===== config.mk =====
export PLATFORM = sky130hd
export DESIGN_NAME = cfgrd_port
export DESIGN_NICKNAME = d
export VERILOG_FILES = /design/src/rtl/cfgrd_pkg.sv /design/src/rtl/cfgrd_sync.sv /design/src/rtl/cfgrd_frame.sv /design/src/rtl/cfgrd_shift.sv /design/src/rtl/cfgrd_port.sv
export SDC_FILE = /design/constraint.sdc
export NUM_CORES = 1
export LEC_CHECK = 0
export ABC_AREA = 1
export CAP_MARGIN = 0
export CORE_ASPECT_RATIO = 0.75
export CORE_MARGIN = 3
export CORE_UTILIZATION = 57
export DETAILED_ROUTE_END_ITERATION = 12
export PLACE_DENSITY_LB_ADDON = 0.2
export SLEW_MARGIN = 10
export SYNTH_ARGS = -nofsm -noshare
export SYNTH_HDL_FRONTEND = slang
export SYNTH_SLANG_ARGS = --single-unit

===== constraint.sdc =====
create_clock -name clk -period 3.12 [get_ports clk]
set_clock_uncertainty 0.05 [all_clocks]
set_input_delay 0.624 -clock clk [delete_from_list [all_inputs] [get_ports clk]]
set_output_delay 0.624 -clock clk [all_outputs]
set_load 0.005 [all_outputs]

===== src/rtl/cfgrd_pkg.sv =====
// Package: shared constants and types for the configuration read port.
// Assumes a fixed frame layout: opcode, zero address, control clocks, response.
package cfgrd_pkg;
    localparam int        OPC_BITS   = 8;
    localparam logic [7:0] RD_OPCODE = 8'h8B;
    localparam int        ADDR_BITS  = 32;
    localparam int        CTRL_CLKS  = 16;
    localparam int        WORD_BITS  = 16;
    localparam int        CFG_BITS   = 9;

    localparam int        ADDR_END   = OPC_BITS + ADDR_BITS;
    localparam int        DATA_START = ADDR_END + CTRL_CLKS;
    localparam int        RESP_BITS  = 2 * WORD_BITS;
    localparam int        DATA_END   = DATA_START + RESP_BITS;
    localparam int        CNT_W      = $clog2(DATA_END + 1);
    localparam int        RSV_BITS   = WORD_BITS - CFG_BITS;

    typedef struct packed {
        logic [2:0] osc_sel;
        logic [3:0] wp_range;
        logic       edge_sel;
        logic       pin_mode;
    } cfg_t;
endpackage


===== src/rtl/cfgrd_sync.sv =====
// Module: multi-stage synchronizer for a bundle of asynchronous pins.
// Assumes STAGES >= 1; the reset value sets each pin's idle level.
module cfgrd_sync #(
    parameter int             STAGES  = 2,
    parameter int             W       = 3,
    parameter logic [W-1:0]   RST_VAL = '0
) (
    input  logic         clk,
    input  logic         rst_n,
    input  logic [W-1:0] d,
    output logic [W-1:0] q
);
    logic [STAGES-1:0][W-1:0] stg;

    generate
        if (STAGES == 1) begin : g_one
            // Purpose: single register stage.
            always_ff @(posedge clk) begin
                if (!rst_n) stg <= RST_VAL;
                else        stg <= d;
            end
        end else begin : g_many
            // Purpose: shift the pins through a chain of stages.
            always_ff @(posedge clk) begin
                if (!rst_n) stg <= {STAGES{RST_VAL}};
                else        stg <= {stg[STAGES-2:0], d};
            end
        end
    endgenerate

    assign q = stg[STAGES-1];
endmodule


===== src/rtl/cfgrd_frame.sv =====
// Module: frame sequencer. Counts rising serial edges, checks the opcode and
// the all-zero address fields, and flags a frame that failed a check.
// Assumes rise and cs_high come from synchronized pins.
module cfgrd_frame
    import cfgrd_pkg::*;
(
    input  logic             clk,
    input  logic             rst_n,
    input  logic             cs_high,
    input  logic             rise,
    input  logic             si_s,
    output logic [CNT_W-1:0] cnt,
    output logic             frame_ok
);
    logic [OPC_BITS-1:0] opc_sh;
    logic                bad;
    logic                in_opc;
    logic                in_addr;

    assign in_opc  = (cnt < CNT_W'(OPC_BITS));
    assign in_addr = !in_opc && (cnt < CNT_W'(ADDR_END));

    // Purpose: bit counter, saturating at the end of the response.
    always_ff @(posedge clk) begin
        if (!rst_n || cs_high)
            cnt <= '0;
        else if (rise && cnt != CNT_W'(DATA_END))
            cnt <= cnt + 1'b1;
    end

    // Purpose: hold the expected opcode and step it one bit per rising edge.
    always_ff @(posedge clk) begin
        if (!rst_n || cs_high)
            opc_sh <= RD_OPCODE;
        else if (rise && in_opc)
            opc_sh <= {opc_sh[OPC_BITS-2:0], 1'b0};
    end

    // Purpose: latch a failed check until chip select goes high.
    always_ff @(posedge clk) begin
        if (!rst_n || cs_high)
            bad <= 1'b0;
        else if (rise && in_opc && (si_s != opc_sh[OPC_BITS-1]))
            bad <= 1'b1;
        else if (rise && in_addr && si_s)
            bad <= 1'b1;
    end

    assign frame_ok = !bad;

    AST_CNT_CLEAR: assert property (@(posedge clk) disable iff (!rst_n)
        cs_high |=> cnt == '0);
    AST_CNT_STEP: assert property (@(posedge clk) disable iff (!rst_n)
        (rise && !cs_high && cnt < CNT_W'(DATA_END)) |=> cnt == $past(cnt) + 1'b1);
    AST_CNT_BOUND: assert property (@(posedge clk) disable iff (!rst_n)
        cnt <= CNT_W'(DATA_END));
endmodule


===== src/rtl/cfgrd_shift.sv =====
// Module: response shifter. On the falling edge that opens the data phase of
// a valid frame it copies the response word, then drives one bit per falling edge.
// Assumes fall, cs_high and cnt are aligned to the same system clock.
module cfgrd_shift
    import cfgrd_pkg::*;
(
    input  logic                 clk,
    input  logic                 rst_n,
    input  logic                 cs_high,
    input  logic                 fall,
    input  logic [CNT_W-1:0]     cnt,
    input  logic                 frame_ok,
    input  logic [RESP_BITS-1:0] word,
    output logic                 so,
    output logic                 so_en,
    output logic                 snap
);
    logic [RESP_BITS-1:0] sh;

    assign snap = fall && !cs_high && frame_ok && (cnt == CNT_W'(DATA_START));

    // Purpose: load, shift and release the serial output.
    always_ff @(posedge clk) begin
        if (!rst_n) begin
            sh    <= '0;
            so    <= 1'b0;
            so_en <= 1'b0;
        end else if (cs_high) begin
            so    <= 1'b0;
            so_en <= 1'b0;
        end else if (fall) begin
            if (snap) begin
                sh    <= {word[RESP_BITS-2:0], 1'b0};
                so    <= word[RESP_BITS-1];
                so_en <= 1'b1;
            end else if (so_en && cnt < CNT_W'(DATA_END)) begin
                sh    <= {sh[RESP_BITS-2:0], 1'b0};
                so    <= sh[RESP_BITS-1];
            end else begin
                so    <= 1'b0;
                so_en <= 1'b0;
            end
        end
    end

    AST_QUIET_IF_BAD: assert property (@(posedge clk) disable iff (!rst_n)
        (!frame_ok && !so_en) |=> !so_en);
    AST_HOLD_BETWEEN_EDGES: assert property (@(posedge clk) disable iff (!rst_n)
        (!fall && !cs_high) |=> ($stable(so) && $stable(so_en)));
endmodule


===== src/rtl/cfgrd_port.sv =====
// Module: top of the configuration read port. Synchronizes the serial pins,
// finds clock edges, holds the configuration register and builds the response.
// Assumes busy and the test write port are synchronous to clk.
module cfgrd_port
    import cfgrd_pkg::*;
#(
    parameter int SYNC_STAGES = 2
) (
    input  logic                clk,
    input  logic                rst_n,
    input  logic                sck,
    input  logic                cs_n,
    input  logic                si,
    input  logic                busy,
    input  logic                cfg_load,
    input  logic [CFG_BITS-1:0] cfg_wdata,
    output logic                so,
    output logic                so_en,
    output logic [CFG_BITS-1:0] cfg_q
);
    logic [2:0]           pins_s;
    logic                 cs_s, sck_s, si_s, sck_d;
    logic                 rise, fall;
    logic [CNT_W-1:0]     cnt;
    logic                 frame_ok;
    logic                 snap;
    cfg_t                 cfg_r;
    logic [RESP_BITS-1:0] word;

    cfgrd_sync #(.STAGES(SYNC_STAGES), .W(3), .RST_VAL(3'b100)) u_sync (
        .clk(clk), .rst_n(rst_n), .d({cs_n, sck, si}), .q(pins_s)
    );

    assign cs_s  = pins_s[2];
    assign sck_s = pins_s[1];
    assign si_s  = pins_s[0];

    // Purpose: previous serial clock level for edge detection.
    always_ff @(posedge clk) begin
        if (!rst_n) sck_d <= 1'b0;
        else        sck_d <= sck_s;
    end

    assign rise = sck_s && !sck_d;
    assign fall = !sck_s && sck_d;

    // Purpose: configuration register with a direct test write.
    always_ff @(posedge clk) begin
        if (!rst_n)        cfg_r <= '0;
        else if (cfg_load) cfg_r <= cfg_t'(cfg_wdata);
    end

    assign cfg_q = cfg_r;
    assign word  = {!busy, {(WORD_BITS-1){1'b0}}, {RSV_BITS{1'b0}}, cfg_r};

    cfgrd_frame u_frame (
        .clk(clk), .rst_n(rst_n), .cs_high(cs_s), .rise(rise), .si_s(si_s),
        .cnt(cnt), .frame_ok(frame_ok)
    );

    cfgrd_shift u_shift (
        .clk(clk), .rst_n(rst_n), .cs_high(cs_s), .fall(fall), .cnt(cnt),
        .frame_ok(frame_ok), .word(word), .so(so), .so_en(so_en), .snap(snap)
    );

    AST_IDLE_QUIET: assert property (@(posedge clk) disable iff (!rst_n)
        cs_s |=> (!so_en && !so));
    AST_CFG_LOAD: assert property (@(posedge clk) disable iff (!rst_n)
        cfg_load |=> cfg_q == $past(cfg_wdata));
    AST_SNAP_STARTS_STATUS: assert property (@(posedge clk) disable iff (!rst_n)
        snap |=> (so_en && so == $past(!busy)));
endmodule


# Word-level counts from Yosys, hierarchy flattened
# Cells that the tools add are included.
# op_classes
shifts	0
n_div	0
muxes	8
order_cmp	3
multipliers	0
addsub	1
reduce_logical	25
n_bitwise	2
eq_ne	4
# op_table
operator	count
two-way mux 32 bit	2
logical AND 1 bit	12
adder 7 x 1 -> 7 bit (second input constant)	1
== test 7 x 6 -> 1 bit (second input constant)	1
zero test 1 bit	7
< comparator 7 x 4 -> 1 bit (second input constant)	1
< comparator 7 x 6 -> 1 bit (second input constant)	1
< comparator 7 bit (second input constant)	1
!= test 7 bit (second input constant)	1
two-way mux 1 bit	6
nonzero test 2 bit	2
AND reduction 3 bit	1
!= test 2 bit (second input constant)	1
NOT 1 bit	2
AND reduction 2 bit	1
OR reduction 2 bit	1
logical OR 1 bit	1
!= test 1 bit	1
# totals
reg_bits	66
latch_bits	0
mem_bits_rw	0
romBits	0
n_memories	0
out_inout_bits	11

# Logic depth before layout (Yosys ltp)
# logic_depth
ltp_word	7
mapped_depth	11
mapped_depth_nobuf	10

# Cells and area by module
# A second synthesis with hierarchy kept.
# hier_totals
hier_cells	539
area_unflattened_um2	3430.8
# modules_own_cells
module	seq_area_each_um2	area_each_um2	instances	cells_each
cfgrd_shift	660.6	1815.5	1	324
cfgrd_frame	320.3	863.3	1	119
cfgrd_port	200.2	564.3	1	75
cfgrd_sync	120.1	187.7	1	21

# Least setup slack after synthesis
# Ideal clock, no wire load.
# synth_timing
path_kind	input -> register
start	input port rst_n
end	register u_frame.opc_sh[2]
cell_stages	6
setup_ns	0.065
arrival_time_ns	1.461
setup_slack_ns	1.544
path_buffers	2
cell_sequence	buf_2 > inv_1 > nor2_1 > clkbuf_1 > o21ai_0 > nor2_1
# synth_via
elab_chain_len	2
# synth_rtl
element	line	source
start: declaration	cfgrd_port.sv:10	input logic rst_n,
zero test 1 bit	n/a	
logical OR 1 bit	cfgrd_frame.sv:33	if (!rst_n || cs_high)
end signal: assignment	cfgrd_frame.sv:36	opc_sh <= {opc_sh[OPC_BITS-2:0], 1'b0};
end: declaration	cfgrd_frame.sv:15	logic [OPC_BITS-1:0] opc_sh;
# Every way passes these cells.
# A chain may end at the register's enable or synchronous reset.

# Final worst setup path
# layout_timing
start	register u_frame.cnt[0]
end	register u_shift.sh[2]
# layout_via
elab_chain_len	4
# layout_rtl
element	line	source
start: declaration	cfgrd_frame.sv:12	output logic [CNT_W-1:0] cnt,
start signal: assignment	cfgrd_frame.sv:28	cnt <= cnt + 1'b1;
< comparator 7 bit / == test 7 x 6 -> 1 bit (equally long branches)	cfgrd_shift.sv:36, cfgrd_shift.sv:20	
logical AND 1 bit, on equally long branches	cfgrd_shift.sv:36, cfgrd_shift.sv:20	
nonzero test 2 bit (no line)	n/a	
AND reduction 3 bit (no line)	n/a	
end signal: assignment	cfgrd_shift.sv:33	sh <= {word[RESP_BITS-2:0], 1'b0};
end signal: assignment	cfgrd_shift.sv:37	sh <= {sh[RESP_BITS-2:0], 1'b0};
end: declaration	cfgrd_shift.sv:18	logic [RESP_BITS-1:0] sh;
# Parallel ways exist; a longest one is shown, timed or not.

==> summary.md <==
The flow ran to the end, and the final reports show no timing, DRC or antenna violations. For the worst setup path, the data required time is 3.30 ns. The tools report the first-pass GRT wire length as 9420 µm.

The critical path is of the flop to flop type. The post-route antenna net violation count is 0. The number of register bits inferred by synthesis is 65, and the number of cells after detailed placement is 484. Counting flops with a built-in enable in the synthesized netlist gives 0. The library cell contributing the largest single delay on the critical path is dfxtp_1. After detailed routing, the average wire length per cell comes to 10.9 µm.

The synthesis-to-finish area growth is 16.3%, and the worst reg-to-reg setup slack is 1.16 ns. For hold timing, the worst endpoint is u_sync.q[0]. CTS placed an instance of clkbuf_8 at the clock tree root.

At the worst endpoint, the arrival time is 2.14 ns. Summing every instance area after synthesis gives 2850 µm². The hold buffer count at CTS came out at 0. The per-cell via count in the routed design is 4.89. For the total global-route track usage, the log shows 20.8%.

Final count of pins violating max slew: 0. Post-route clock period utilization: 62.7%. In this run the tool buffered the top-level ports with 26 buffer cells. After synthesis, the cell types taking the most area are dfxtp_1 46%, nand2_1 17%, nor2_1 13%, inv_1 5.0%, o21ai_0 4.0%. The final HPWL from detailed placement is 3630 µm, and the number of placed I/O pins is 27. Counting the buffers created by CTS gives 9. In this run, the number of DRC markers left after iteration 0 of detailed routing was 162. For the number of diodes added for antenna fixing, the log shows 0. For the maximum buffer depth of the clock tree, the log shows 2. Classification of the worst-slack hold path: flop to flop. The fraction of layout instances using a drive strength above 1 is 6.56%. For this run, design rule violations remaining after detail routing come to 0.

The worst hold path begins at u_sync.stg[0]. Total setup violations reported at the end of the flow: 0. The die is 87.7 µm wide. The reg-to-reg critical path startpoint was u_frame.cnt[0].

Across the run, the number of max-cap violations was 0. After filler insertion, the fill cell instance count of the layout stands at 428. The synthesized design devotes to its leading area cell type 45.6% of total area. Proportion of synthesized chip area in sequential cells: 45.6%. The depth of the worst register-to-register path was 9. Walking the worst path, the cells encountered are inv_1 > ha_1 > nand2_1 > nor2_8 > nand3_4 > nand2_2 > nand2_2 > nor2_1 > nor2_1. The initial antenna violation count was 0.

The hold slack is 0.368 ns. The worst register-to-register path ends at u_shift.sh[2]. Synthesis produced a netlist whose cell count is 413.

The final net count came out at 456. At the end of routability-driven placement, the weighted congestion stood at 0.802. Flip-flop cell with the highest count after synthesis: dfxtp_1.

Buffers added to address setup during post-CTS repair amount to 0. For this run, asynchronously set or reset flops after synthesis account for 0%. The tools report the endpoint type of the worst setup path as a flop. The die covers 5900 µm². The library cell with the largest summed area after synthesis is dfxtp_1. Of all nets on the critical path, the largest fanout is 33.

For this design, the sink count on the clock tree is 65. The number of placement rows came out at 21. The via count of the first global-routing pass is 2176. The cell with the most instances after synthesis is nand2_1. The maximum frequency from static timing analysis was 511 MHz; the total number of vias was 2441. Along the worst hold path, the cell count comes to 2.

The kind of start point of the critical path is a flop. The shortest clock period the worst path allows after layout was 1.96 ns. In this run the standard cell core region covers 4650 µm². The worst slew margin relative to its limit is 57.6%, and the peak supply drop is 0.398 mV. Setup repair after global routing left no endpoint under its margin. Setup total negative slack on the finished layout was measured at 0 ns. Each instance of the synthesized netlist takes up on average 6.90 µm². The run gives 0 as the total grt overflow. Power spread over the standard cell area amounts to 512 nW/µm².

TritonCTS built the clock tree. The die is 67.3 µm tall. The initial utilization of the core area, before any placement, comes to 61.3%.

The logs give 25 for the number of distinct library cell variants in the gate-level netlist after synthesis and 3 for the H-tree level count. The logs give 431 for the synthesized net count and 0 for the count of final hold-check violations. Post-CTS repair changed the size of 0 cells. The final routed wirelength across all metal layers is 5450 µm. The clock reaches the later pin of the worst-skew pair after 0.34 ns.

The final cell count without fillers came out at 499. In this run the static leakage power is 1.47 nW. Number of warning messages in the yosys log: 0. After clock tree synthesis, the clock-pin slew on the worst setup and hold paths is 0.06 ns.

The delay of the slowest critical-path stage was 0.31 ns; the largest net degree at the start of global routing was 45. The actual transition at the worst max-transition pin was 0.633 ns. The run gives 4 as the number of search-and-repair iterations in the first detailed-routing pass. Overall power consumption after layout is estimated at 1.70 mW.

Counting instances in the post-synthesis netlist gives the leading cell types as 128 x nand2_1, 96 x nor2_1, 65 x dfxtp_1.
-- layout by cell type (no fill, tap or decap) --
master and count:
nand2_1 128, nor2_1 96, dfxtp_1 65, inv_1 38
clkdlybuf4s50_1 26, o21ai_0 23, nand3_1 15, clkbuf_8 10
a21oi_1 7, nand2_2 4, nor3_1 4, xor2_1 3
buf_4 3, nor3_4 2, or2_2 2, nand3b_1 2
ha_1 2, clkbuf_1 2, bufinv_16 2, nand2_4 1
nor2_8 1, nand3_4 1, nor3_2 1, a21oi_4 1
clkinv_1 1, nand4_1 1, clkinv_2 1
-- worst max-delay path: cells and delay by family (launching register included) --
kind	cells	cell delay [ns]
simple gates	7	1.20
flops	1	0.31
fa+ha+maj	1	0.17
buf+inv	1	0.10
-- kinds of logic after synthesis --
group / share of synthesized area, %
adder cells (fa/ha/maj): 0.877
buffers and inverters: 8.64
AO/OA/AOI/OAI: 5.84
AND/OR/NAND/NOR: 38.1
flip-flops: 45.6
XOR/XNOR: 0.922
-- final cells by class --
cell class / instances / area [µm²] / area share, %
Tap cell: 57 / 71.3 / 2.15
Timing Repair Buffer: 29 / 283 / 8.53
Inverter: 39 / 146 / 4.42
Clock inverter: 3 / 65.1 / 1.96
Clock buffer: 12 / 145 / 4.38
Multi-Input combinational cell: 294 / 1300 / 39.3
Sequential cell: 65 / 1300 / 39.2
-- where the power goes --
part           total, mW  internal, mW  switching [mW]
logic             0.0814        0.0431          0.0383
clock network      0.765         0.467           0.299
registers          0.851         0.843         0.00858
total               1.70          1.35           0.346
-- state kept, by name, summed over array words and instances, names as in the netlist, 3 cells and up --
signal,cells
u_sync.q,3
u_frame.opc_sh,8
u_frame.cnt,7
u_sync.stg,3
cfg_q,9
u_shift.sh,31
-- metal layers --
layer	track usage [%]	part of all wire, %
met3	7.56	5.4
met4	7.47	1.2
met2	33.3	43
met1	26.0	50
met5	0	0
-- worst max-delay path by stage --
stage | from | to | slack (ns) | cells after the start
after floorplan | rst_n | u_frame.opc_sh[2] | 1.54 | 6
after global placement | cfg_load | cfg_q[8] | 1.10 | 4
after detailed placement | cfg_load | cfg_q[8] | 1.05 | 4
after CTS | u_frame.cnt[0] | u_shift.sh[7] | 1.15 | 10
after global routing | u_frame.cnt[0] | u_shift.sh[3] | 0.92 | 10
final | u_frame.cnt[0] | u_shift.sh[2] | 1.16 | 9
-- stage by stage --
stage          utilization (%)  worst slack (ns)  cell area, µm²
2_1_floorplan                -              1.54            2850
3_3_place_gp              66.8              1.10            3110
3_5_place_dp              66.8              1.05            3110
4_1_cts                   71.3              1.15            3320
5_1_grt                   71.3             0.916            3320
6_report                  71.3              1.16            3320
Note: power is estimated with default switching activity, not from simulation.
